===== config.mk =====
export PLATFORM = sky130hd
export DESIGN_NAME = uart_wake_q
export DESIGN_NICKNAME = d
export VERILOG_FILES = /design/src/rtl/uart_wq_pkg.sv /design/src/rtl/uart_wq_fifo.sv /design/src/rtl/uart_wq_baud.sv /design/src/rtl/uart_wq_tx.sv /design/src/rtl/uart_wq_rx.sv /design/src/rtl/uart_wake_q.sv
export SDC_FILE = /design/constraint.sdc
export NUM_CORES = 1
export LEC_CHECK = 0
export CAP_MARGIN = 20
export CORE_ASPECT_RATIO = 2
export CORE_MARGIN = 2
export CORE_UTILIZATION = 35
export CTS_BUF_LIST = sky130_fd_sc_hd__clkbuf_4
export CTS_CLUSTER_DIAMETER = 100
export CTS_CLUSTER_SIZE = 12
export DETAILED_ROUTE_END_ITERATION = 12
export GPL_ROUTABILITY_DRIVEN = 0
export GPL_TIMING_DRIVEN = 0
export SKIP_CTS_REPAIR_TIMING = 1
export SLEW_MARGIN = 5
export SYNTH_ARGS = -nofsm -noshare
export SYNTH_HDL_FRONTEND = slang
export SYNTH_SLANG_ARGS = --single-unit

===== constraint.sdc =====
create_clock -name clk -period 5.05 [get_ports clk]
set_input_delay 0.505 -clock clk [delete_from_list [all_inputs] [get_ports clk]]
set_output_delay 0.505 -clock clk [all_outputs]
set_load 0.005 [all_outputs]

===== src/rtl/uart_wq_pkg.sv =====
package uart_wq_pkg;
   localparam int MAXD = 9;

   typedef struct packed {
      logic            noise;
      logic            ferr;
      logic            perr;
      logic [MAXD-1:0] data;
   } rx_word_t;

   typedef enum logic {RX_IDLE, RX_BITS} rx_st_t;

   // Bits per frame: start + data (8/9) + optional parity + stop
   function automatic logic [3:0] frame_bits(input logic nine, input logic pen);
      return 4'd10 + {3'd0, nine} + {3'd0, pen};
   endfunction
endpackage


===== src/rtl/uart_wq_fifo.sv =====
module uart_wq_fifo #(
   parameter int WIDTH = 12,
   parameter int DEPTH = 16
) (
   input  logic             clk,
   input  logic             rst_n,
   input  logic             push,
   input  logic [WIDTH-1:0] wdata,
   input  logic             pop,
   output logic [WIDTH-1:0] rdata,
   output logic             empty,
   output logic             full
);
   localparam int AW = $clog2(DEPTH);

   initial begin
      assert (DEPTH >= 2 && (DEPTH & (DEPTH - 1)) == 0)
         else $error("queue depth must be a power of two");
   end

   logic [WIDTH-1:0] mem [DEPTH];
   logic [AW-1:0]    wp, rp;
   logic [AW:0]      cnt;

   always_ff @(posedge clk) begin
      if (push) mem[wp] <= wdata;
   end

   always_ff @(posedge clk or negedge rst_n) begin
      if (!rst_n) begin
         wp  <= '0;
         rp  <= '0;
         cnt <= '0;
      end else begin
         if (push) wp <= wp + AW'(1);
         if (pop)  rp <= rp + AW'(1);
         unique case ({push, pop})
            2'b10:   cnt <= cnt + (AW+1)'(1);
            2'b01:   cnt <= cnt - (AW+1)'(1);
            default: cnt <= cnt;
         endcase
      end
   end

   assign rdata = mem[rp];
   assign empty = (cnt == '0);
   assign full  = (cnt == (AW+1)'(DEPTH));

   a_r5_no_overflow: assert property (@(posedge clk) disable iff (!rst_n) push |-> !full);
   a_r5_no_underflow: assert property (@(posedge clk) disable iff (!rst_n) pop |-> !empty);
endmodule


===== src/rtl/uart_wq_baud.sv =====
module uart_wq_baud #(
   parameter int DIV_W = 13
) (
   input  logic             clk,
   input  logic             rst_n,
   input  logic [DIV_W-1:0] div,
   input  logic             restart,
   output logic             tick
);
   // 16x oversampling tick: one tick every 2*div clocks
   logic [DIV_W:0] cnt, lim;

   assign lim  = {div, 1'b0} - (DIV_W+1)'(1);
   assign tick = (div != '0) && (cnt == lim) && !restart;

   always_ff @(posedge clk or negedge rst_n) begin
      if (!rst_n)                              cnt <= '0;
      else if (restart || div == '0 || tick)   cnt <= '0;
      else                                     cnt <= cnt + (DIV_W+1)'(1);
   end
endmodule


===== src/rtl/uart_wq_tx.sv =====
module uart_wq_tx
   import uart_wq_pkg::*;
(
   input  logic            clk,
   input  logic            rst_n,
   input  logic            tick,
   input  logic            en,
   input  logic            nine,
   input  logic            pen,
   input  logic            podd,
   input  logic [MAXD-1:0] qdata,
   input  logic            qempty,
   output logic            qpop,
   output logic            txd,
   output logic            busy
);
   logic [11:0] sh, frame;
   logic [3:0]  left, phase;

   always_comb begin
      frame    = '1;
      frame[0] = 1'b0;
      if (nine) begin
         frame[9:1] = qdata;
         if (pen) frame[10] = ^qdata ^ podd;
      end else begin
         frame[8:1] = qdata[7:0];
         if (pen) frame[9] = ^qdata[7:0] ^ podd;
      end
   end

   assign qpop = tick && en && !qempty && !busy;
   assign txd  = busy ? sh[0] : 1'b1;

   always_ff @(posedge clk or negedge rst_n) begin
      if (!rst_n) begin
         sh    <= '1;
         left  <= '0;
         phase <= '0;
         busy  <= 1'b0;
      end else if (qpop) begin
         sh    <= frame;
         left  <= frame_bits(nine, pen);
         phase <= '0;
         busy  <= 1'b1;
      end else if (busy && tick) begin
         phase <= phase + 4'd1;
         if (phase == 4'd15) begin
            sh   <= {1'b1, sh[11:1]};
            left <= left - 4'd1;
            if (left == 4'd1) busy <= 1'b0;
         end
      end
   end

   a_r1_start_low: assert property (@(posedge clk) disable iff (!rst_n) $rose(busy) |-> !txd);
endmodule


===== src/rtl/uart_wq_rx.sv =====
module uart_wq_rx
   import uart_wq_pkg::*;
#(
   parameter int SYNC = 2
) (
   input  logic     clk,
   input  logic     rst_n,
   input  logic     line_in,
   input  logic     tick,
   input  logic     en,
   input  logic     nine,
   input  logic     pen,
   input  logic     podd,
   input  logic     wake_addr,
   input  logic     sleep_req,
   input  logic     full,
   output logic     restart,
   output logic     push,
   output logic     ovr,
   output logic     asleep,
   output rx_word_t word
);
   initial begin
      assert (SYNC >= 1) else $error("synchronizer needs at least one stage");
   end

   logic [SYNC-1:0] sync;
   logic            line;

   generate
      if (SYNC == 1) begin : g_sync1
         always_ff @(posedge clk or negedge rst_n)
            if (!rst_n) sync <= '1; else sync <= line_in;
      end else begin : g_syncn
         always_ff @(posedge clk or negedge rst_n)
            if (!rst_n) sync <= '1; else sync <= {sync[SYNC-2:0], line_in};
      end
   endgenerate
   assign line = sync[SYNC-1];

   rx_st_t          st;
   logic [3:0]      phase, idx, nbits;
   logic            s7, s8, s9, noisy, maj, nz, resolve, done, accept, msb, pbit;
   logic [11:0]     bits;
   logic [MAXD-1:0] d;
   logic [7:0]      idle_cnt, thr;

   assign nbits   = frame_bits(nine, pen);
   assign thr     = {nbits, 4'b0000};
   assign maj     = (s7 & s8) | (s7 & s9) | (s8 & s9);
   assign nz      = !((s7 == s8) && (s8 == s9));
   assign resolve = en && tick && st == RX_BITS && phase == 4'd15;
   assign done    = resolve && idx == nbits - 4'd1;
   assign d       = nine ? bits[9:1] : {1'b0, bits[8:1]};
   assign pbit    = nine ? bits[10] : bits[9];
   assign msb     = nine ? d[8] : d[7];
   assign accept  = !asleep || (wake_addr && msb);
   assign push    = done && accept && !full;
   assign ovr     = done && accept && full;
   assign restart = en && st == RX_IDLE && !line;
   assign word    = '{noise: noisy | nz, ferr: !maj,
                      perr: pen && (pbit != (^d ^ podd)), data: d};

   always_ff @(posedge clk or negedge rst_n) begin
      if (!rst_n) begin
         st <= RX_IDLE; phase <= '0; idx <= '0; bits <= '0;
         s7 <= 1'b1; s8 <= 1'b1; s9 <= 1'b1; noisy <= 1'b0;
      end else if (!en) begin
         st <= RX_IDLE;
      end else if (restart) begin
         st <= RX_BITS; phase <= '0; idx <= '0; noisy <= 1'b0;
      end else if (st == RX_BITS && tick) begin
         phase <= phase + 4'd1;
         if (phase == 4'd7) s7 <= line;
         if (phase == 4'd8) s8 <= line;
         if (phase == 4'd9) s9 <= line;
         if (resolve) begin
            if (idx == 4'd0 && maj) begin
               st <= RX_IDLE;                 // false start
            end else begin
               bits[idx] <= maj;
               noisy     <= noisy | nz;
               if (done) st <= RX_IDLE;
               else      idx <= idx + 4'd1;
            end
         end
      end
   end

   always_ff @(posedge clk or negedge rst_n) begin
      if (!rst_n)                                            idle_cnt <= '0;
      else if (!en || st != RX_IDLE || !line || sleep_req)   idle_cnt <= '0;
      else if (tick && idle_cnt != 8'hFF)                    idle_cnt <= idle_cnt + 8'd1;
   end

   always_ff @(posedge clk or negedge rst_n) begin
      if (!rst_n)                                     asleep <= 1'b0;
      else if (sleep_req)                             asleep <= 1'b1;
      else if (done && asleep && wake_addr && msb)    asleep <= 1'b0;
      else if (asleep && !wake_addr && idle_cnt >= thr) asleep <= 1'b0;
   end

   // a sleeping receiver in idle-wake mode stores nothing
   a_r10_sleep_discard: assert property (@(posedge clk) disable iff (!rst_n)
      (done && asleep && !wake_addr) |-> !push);
   a_r9_wake_stores: assert property (@(posedge clk) disable iff (!rst_n)
      (done && asleep && wake_addr && msb && !full) |-> push);
endmodule


===== src/rtl/uart_wake_q.sv =====
module uart_wake_q
   import uart_wq_pkg::*;
#(
   parameter int DIV_W  = 13,
   parameter int QDEPTH = 16,
   parameter int SYNC   = 2
) (
   input  logic             clk,
   input  logic             rst_n,
   input  logic [DIV_W-1:0] div,
   input  logic             tx_en,
   input  logic             rx_en,
   input  logic             nine_bit,
   input  logic             par_en,
   input  logic             par_odd,
   input  logic             wake_addr_mode,
   input  logic             sleep_req,
   input  logic             single_wire,
   input  logic             tx_wr,
   input  logic [MAXD-1:0]  tx_wdata,
   output logic             tx_full,
   output logic             tx_active,
   output logic             txd,
   input  logic             rxd,
   input  logic             rx_rd,
   output logic             rx_avail,
   output logic [MAXD-1:0]  rx_rdata,
   output logic             rx_perr,
   output logic             rx_ferr,
   output logic             rx_noise,
   output logic             rx_overrun,
   output logic             rx_asleep
);
   localparam int RXW = $bits(rx_word_t);

   initial begin
      assert (DIV_W >= 1 && DIV_W <= 24) else $error("divisor width out of range");
   end

   logic            tx_tick, rx_tick, rx_restart;
   logic            tx_push, tx_pop, tx_empty, tx_busy;
   logic [MAXD-1:0] tx_qdata;
   logic            rx_push, rx_pop, rx_empty, rx_full, rx_ovr, rx_line;
   rx_word_t        rx_word, rx_head;
   logic [RXW-1:0]  rx_head_raw;

   assign tx_push = tx_wr && !tx_full;
   assign rx_line = single_wire ? txd : rxd;
   assign rx_pop  = rx_rd && !rx_empty;

   uart_wq_baud #(.DIV_W(DIV_W)) u_tx_baud (
      .clk(clk), .rst_n(rst_n), .div(div), .restart(1'b0), .tick(tx_tick));

   uart_wq_baud #(.DIV_W(DIV_W)) u_rx_baud (
      .clk(clk), .rst_n(rst_n), .div(div), .restart(rx_restart), .tick(rx_tick));

   uart_wq_fifo #(.WIDTH(MAXD), .DEPTH(QDEPTH)) u_tx_q (
      .clk(clk), .rst_n(rst_n), .push(tx_push), .wdata(tx_wdata), .pop(tx_pop),
      .rdata(tx_qdata), .empty(tx_empty), .full(tx_full));

   uart_wq_tx u_tx (
      .clk(clk), .rst_n(rst_n), .tick(tx_tick), .en(tx_en), .nine(nine_bit),
      .pen(par_en), .podd(par_odd), .qdata(tx_qdata), .qempty(tx_empty),
      .qpop(tx_pop), .txd(txd), .busy(tx_busy));

   uart_wq_rx #(.SYNC(SYNC)) u_rx (
      .clk(clk), .rst_n(rst_n), .line_in(rx_line), .tick(rx_tick), .en(rx_en),
      .nine(nine_bit), .pen(par_en), .podd(par_odd), .wake_addr(wake_addr_mode),
      .sleep_req(sleep_req), .full(rx_full), .restart(rx_restart), .push(rx_push),
      .ovr(rx_ovr), .asleep(rx_asleep), .word(rx_word));

   uart_wq_fifo #(.WIDTH(RXW), .DEPTH(QDEPTH)) u_rx_q (
      .clk(clk), .rst_n(rst_n), .push(rx_push), .wdata(rx_word), .pop(rx_pop),
      .rdata(rx_head_raw), .empty(rx_empty), .full(rx_full));

   always_ff @(posedge clk or negedge rst_n) begin
      if (!rst_n)      rx_overrun <= 1'b0;
      else if (rx_ovr) rx_overrun <= 1'b1;
      else if (rx_pop) rx_overrun <= 1'b0;
   end

   assign rx_head   = rx_word_t'(rx_head_raw);
   assign rx_avail  = !rx_empty;
   assign rx_rdata  = rx_head.data;
   assign rx_perr   = rx_head.perr;
   assign rx_ferr   = rx_head.ferr;
   assign rx_noise  = rx_head.noise;
   assign tx_active = tx_busy || !tx_empty;

   a_r6_overrun_sticky: assert property (@(posedge clk) disable iff (!rst_n)
      (rx_overrun && !rx_pop) |=> rx_overrun);
   a_r12_frozen_line: assert property (@(posedge clk) disable iff (!rst_n)
      (div == '0 && $past(div == '0)) |-> $stable(txd));
endmodule


======== After elaboration in Yosys (flattened, before gate mapping) ========
Memories as Yosys holds them, arrays and structs flattened.
Cells that the tools add are included.
word-level totals
  register bits after elaboration ......... 112
  memory bits (writable) .................. 336
  input bits .............................. 35
  output and inout port bits .............. 18
  logic and storage cells ................. 218
  memories ................................ 2
cells by class
  add/subtract/negate cells ............... 19
  $lt $le $gt $ge ......................... 3
  equal/unequal tests ..................... 24
  muxes and demuxes ....................... 56
  bitwise gates (word level) .............. 12
  reductions and logical operators ........ 78
memories
  memory      depth  width  rd ports  clocked after Yosys merged registers in  wr ports  line                source
  u_rx_q.mem  16     12     1         0                                        1         uart_wq_fifo.sv:21  logic [WIDTH-1:0] mem [DEPTH];
  u_tx_q.mem  16     9      1         0                                        1         uart_wq_fifo.sv:21
operators with widths
  cell                                                count
  two-way mux 4 bit                                   12
  two-way mux 12 bit                                  3
  two-way mux 1 bit                                   31
  logical AND 1 bit                                   30
  adder 14 x 1 -> 14 bit, second input constant       2
  adder 4 x 1 -> 4 bit, second input constant         7
  == test 14 bit                                      2
  two-way mux 14 bit                                  2
  one-hot mux 5 bit (2 select lines)                  2
  two-way mux 9 bit                                   2
  nonzero test 2 bit                                  9
  XOR reduction 9 bit                                 2
  == test 4 bit, second input constant                4
  two-way mux 8 bit                                   2
  AND reduction 4 bit                                 4
  subtractor 14 x 1 -> 14 bit, second input constant  1
  logical NOT 13 bit                                  1
  nonzero test 13 bit                                 1
  bitwise mux 12 bit                                  1
  logical NOT 1 bit                                   12
  adder 5 x 1 -> 5 bit, second input constant         2
  == test 5 bit, second input constant                2
  logical NOT 5 bit                                   2
  AND reduction 5 bit                                 2
  other kinds (30)                                    54

======== Longest topological paths before layout ========
  depth after elaboration ................. 15
  gate-level depth with buffers ........... 19
  mapped depth without buffers ............ 17

======== By module ========
From an unflattened synthesis, not the netlist that was laid out.
unflattened totals
  cells, all modules ...................... 1,282
  area total of the unflattened synthesis .. 20,025.5 um^2
by module, submodules not included
  module                 instances  cells each  area each (um^2)
  uart_wq_fifo (u_rx_q)  1          395         8,154.1
  uart_wq_fifo (u_tx_q)  1          314         6,278.5
  uart_wq_baud           2          121         1,129.8
  uart_wq_rx             1          210         2,124.5
  uart_wq_tx             1          112         1,128.6
  uart_wake_q            1          9           80.1

======== Worst setup path after synthesis ========
No wires, ideal clock.
  path kind ............................... input-to-reg
  start point ............................. input port div[5]
  end point ............................... register u_tx_q.cnt[4]
  library setup time ...................... 0.125 ns
  arrival ................................. 4.277 ns
  data required time ...................... 4.925 ns
  slack ................................... 0.647 ns
  cell stages on the path ................. 17
  path through ............................ buf_2 > or4_4 > buf_6 > nor4b_1 > xor3_1 > a2111o_1 > nor4_4 > nand2_4 > inv_6 > buf_6 > ha_1 > ha_1 > a21o_1 > a21oi_1 > xor2_1 > nor2_1 > xor2_1
between the ends
  word-level cells in the longest chain between the ends .. 8
RTL lines
  what                                                                      line                source
  from (decl)                                                               uart_wake_q.sv:10   input logic [DIV_W-1:0] div,
  subtractor 14 x 1 -> 14 bit                                               uart_wq_baud.sv:13  assign lim = {div, 1'b0} - (DIV_W+1)'(1);
  == test 14 bit                                                            uart_wq_baud.sv:14  assign tick = (div != '0) && (cnt == lim) && !restart;
  logical AND 1 bit *                                                       uart_wq_baud.sv:14
  logical AND 1 bit * (3 in a row)                                          uart_wq_tx.sv:32    assign qpop = tick && en && !qempty && !busy;
  named net tx_pop                                                          uart_wake_q.sv:41   logic tx_push, tx_pop, tx_empty, tx_busy;
  == test 2 x 1 -> 1 bit or == test 2 bit (tied branches)                   uart_wq_fifo.sv:37  unique case ({push, pop})
  one-hot mux 5 bit (2 select lines) or nonzero test 2 bit (tied branches)  --
  to (signal assigned)                                                      uart_wq_fifo.sv:38  2'b10: cnt <= cnt + (AW+1)'(1);
  to (signal assigned)                                                      uart_wq_fifo.sv:39  2'b01: cnt <= cnt - (AW+1)'(1);
  to (signal assigned)                                                      uart_wq_fifo.sv:40  default: cnt <= cnt;
  to (decl)                                                                 uart_wq_fifo.sv:23  logic [AW:0] cnt;
The timed path passes the listed nets; every way through them passes the cells marked *.
A chain may end at the register's enable or synchronous reset.

======== Worst setup path in the final report ========
  start point ............................. input port div[0]
  end point ............................... register u_tx_q.cnt[4]
Same word-level chain as after synthesis.

==> impl_metrics.tcl <==
set metrics [dict create \
    nets 1388 \
    design_power_total_mw 6.846 \
    critical-path-slowest-cell "sky130_fd_sc_hd__clkdlybuf4s50_1" \
    synth.most_common_cell "sky130_fd_sc_hd__edfxtp_1" \
    placement.setup.worst_slack_ps -753.1 \
    antenna_violating_nets_remaining 0 \
    fin_skew_ps 49.36 \
    die_w_um 170.8 \
    syn_to_final_growth_pct 11.87 \
    pwr_density_cell_nw_per_um2 314.3 \
    clkPwrFrac_pct 28.5 \
    yosysTopAreaCell "sky130_fd_sc_hd__edfxtp_1" \
    unrepaired_setup_endpoints_after_global_routing "false" \
    part_of_the_power_in_combinational_logic_pct 9.8 \
    crit_chain "clkdlybuf4s50_1 > inv_1 > ha_1 > or3b_2 > clkbuf_1 > nor4_2 > xnor2_1 > a2111o_1 > nor4_4 > nand2_4 > inv_6 > buf_6 > ha_1 > ha_1 > a21o_1 > a21oi_1 > xor2_1 > nor2_1 > xor2_1" \
    routed-via-count 10480 \
    netlist-cell-type-count 64 \
    synth_async_sr_flop_share_pct 24.49 \
    clock_tree_from_tritoncts "built" \
    yosys_register_bits 445 \
    total_switching_power_mw 1.665 \
    grt_first_pass_wirelength_um 64850 \
    ir_worst_vdd_v 0.0002065 \
    floorplan.initialDensity_pct 35.33 \
    io_buffers 48 \
    maxCapViolations 0 \
    clk_latency_ps 770 \
    dp.cells 2006 \
    fin_crit_ps 4744 \
    finalMaxSlewViolations 0 \
    finalHoldViolCount 0 \
    post_route_cells_drive_above_1_share_pct 19.08 \
    row_count 122 \
    drt_drc_violations_left 0 \
    overflow 0 \
    globalRouteTotalUtil_pct 15.15 \
    synth.yosys.warnings 0 \
    cts_made_buffers 43 \
    crit_path_max_fanout 10 \
    numClockSinks 445 \
    clock-root-buffer "sky130_fd_sc_hd__clkbuf_4" \
    drt_first_pass_iters 5 \
    run_status "complete, no violations" \
    layoutNonFillerInstCount 2093 \
    worst_slack_ps 306.5 \
    antenna_found_initial 5 \
    power_frac_seq_pct 61.7 \
    initialDrtViolationCount 634 \
    route.detailed.wl_per_inst_um 20.52 \
    min_period_over_period_pct 93.93 \
    yosys.area.top_type_share_pct 51.82 \
    grt_start_max_net_pins 89 \
    max_slew.worst_pin.slew_ps 1052 \
    fmax_ghz 0.2108 \
    cellLeakagePower_nw 7.779 \
    netlist_instances 1200 \
    arrival_ps 5380 \
    yosys_most_used_dff "sky130_fd_sc_hd__edfxtp_1" \
    floorplan.die_area_um2 57650 \
    switching_share_pct 24.32 \
    synth_enable_flop_cells 336 \
    synthesis.nets 1276 \
    io_pins 53 \
    worst_relative_slew_slack_pct 29.62 \
    max_stage_delay_ps 600 \
    worst_setup_path_end_kind "flop" \
    timing.final.setup_violations 0 \
    cts.path.max_buffers 3 \
    cp-start-kind "input port" \
    fill_cells 5092 \
    avgSynthCellArea_um2 16.22 \
    vias_per_cell 5.009 \
    synth_seq_area_share_pct 65.93 \
    fin_tns_setup_ps 0 \
    synthTopCellsByCount "sky130_fd_sc_hd__edfxtp_1 (336), sky130_fd_sc_hd__mux4_2 (101), sky130_fd_sc_hd__dfrtp_1 (93)" \
    place.detailed.hpwl_um 30880 \
    cpMostUsedCell "sky130_fd_sc_hd__ha_1" \
    ys_top_cells_by_area "sky130_fd_sc_hd__edfxtp_1 (52%), sky130_fd_sc_hd__dfrtp_1 (12%), sky130_fd_sc_hd__mux4_2 (12%)" \
    detail_route.wirelength_um 42950 \
    core_area_um2 55110 \
    critical_path_class "input port to flop" \
    min_path_type "input port to asynchronous set/reset pin" \
    mappedNetlistArea_um2 19470 \
    die_height_um 337.6 \
    h_tree_depth_reported_by_cts 2 \
    grt_pass1_vias 10930 \
    worstPathRequired_ps 5690 \
    path_clk_slew_ps 160 \
    p_int_mw 5.181 \
]
==> sequential cells by signal (all words and copies together), names as in the netlist, 2 cells and up <==
signal,count
u_rx_q.mem,192
u_tx_q.mem,144
u_rx_baud.cnt,14
u_tx_baud.cnt,14
u_tx.sh,11
u_rx.bits,10
u_rx.idle_cnt,8
u_rx_q.cnt,5
u_tx_q.cnt,5
u_rx.idx,4
u_rx.phase,4
u_rx_q.rp,4
u_rx_q.wp,4
u_tx.left,4
u_tx.phase,4
u_tx_q.rp,4
u_tx_q.wp,4
u_rx.sync,2
==> layer usage <==
metal  vias up  share of wire [%]  routed length (µm)  GRT usage [%]
met3        71                3.1                1339          2.037
met4         6                2.6                1105          5.019
met2       188                 60               25700          31.10
li1       4799                  -                   -              -
met5         -              0.084                  36              0
met1      5420                 34               14770          15.14
==> power groups by stage <==
| stage | registers [mW] | clock network (mW) | logic (mW) |
|---|---|---|---|
| after detailed placement | 4.30 | 0 | 0.679 |
| after CTS | 4.22 | 2.02 | 0.680 |
| after global placement | 4.30 | 0 | 0.621 |
| after floorplan | 4.27 | 0 | 0.431 |
| final | 4.22 | 1.95 | 0.673 |
| after global routing | 4.25 | 2.14 | 0.742 |
==> cells by family (layout without fill, tap and decap cells) <==
group                      after synthesis  in the layout  share of synthesized area (%)
buffers and inverters                   90            237                          1.909
and+or+nand+nor                        301            301                          7.789
other                                    0              2                              0
muxes                                  128            128                          13.18
xor gates and xnor gates               111            111                          5.797
DFF                                    445            445                          65.93
AOI/OAI and AO/OA                       84             84                          2.718
adders and majority gates               41             41                          2.673
==> layout make-up <==
| cell class | count | area [µm²] | area share (%) |
|---|---|---|---|
| Sequential cell | 445 | 12840 | 58.94 |
| Inverter | 38 | 147.6 | 0.6779 |
| Buffer | 52 | 224.0 | 1.028 |
| Clock inverter | 5 | 82.58 | 0.3791 |
| Tap cell | 744 | 930.9 | 4.274 |
| Clock buffer | 75 | 563.0 | 2.585 |
| Antenna cell | 2 | 5.005 | 0.02298 |
| Multi-Input combinational cell | 665 | 6291 | 28.88 |
| Timing Repair Buffer | 67 | 699.4 | 3.211 |
==> metrics by stage <==
step	hold slack, ps	area [µm²]	utilization (%)
after floorplan	209.4	19470	-
after global placement	348.8	20880	37.89
after detailed placement	353.3	21080	38.25
after CTS	-489.3	21720	39.42
after global routing	135.8	21780	39.53
final	154.8	21780	39.53
==> worst max-delay path: cells and delay by family <==
kind | cells | cell delay, ps
compound gates | 3 | 760
xor+xnor | 3 | 450
fa+ha+maj | 3 | 830
buf+inv | 5 | 1360
simple gates | 5 | 1460
==> cells in the final DEF (no fill, tap or decap), drive strengths merged, types with 27 or more instances in the layout <==
| cell | n |
|---|---|
| o21ai | 30 |
| buf | 29 |
| clkdlybuf4s50 | 47 |
| ha | 40 |
| xnor2 | 61 |
| dfrtp | 93 |
| clkbuf | 117 |
| nor2 | 76 |
| inv | 39 |
| mux4 | 101 |
| xor2 | 39 |
| and3 | 27 |
| edfxtp | 336 |
| nand2 | 75 |
| nand3 | 37 |
==> path summary, 6_finish.rpt <==
path	from	to	slack, ps	cells after the start
max in group asynchronous	rst_n	u_tx.sh[10]	4100	3
min in group clk	u_rx.sync[0]	u_rx.sync[1]	390	0
setup reg to reg	u_tx_baud.cnt[3]	u_tx_q.cnt[4]	1010	15
hold reg to reg	u_rx.sync[0]	u_rx.sync[1]	390	0
hold / removal	rst_n	u_rx_baud.cnt[13]	150	2
setup / recovery	div[0]	u_tx_q.cnt[4]	310	19
(Power assumes the default switching activity.)
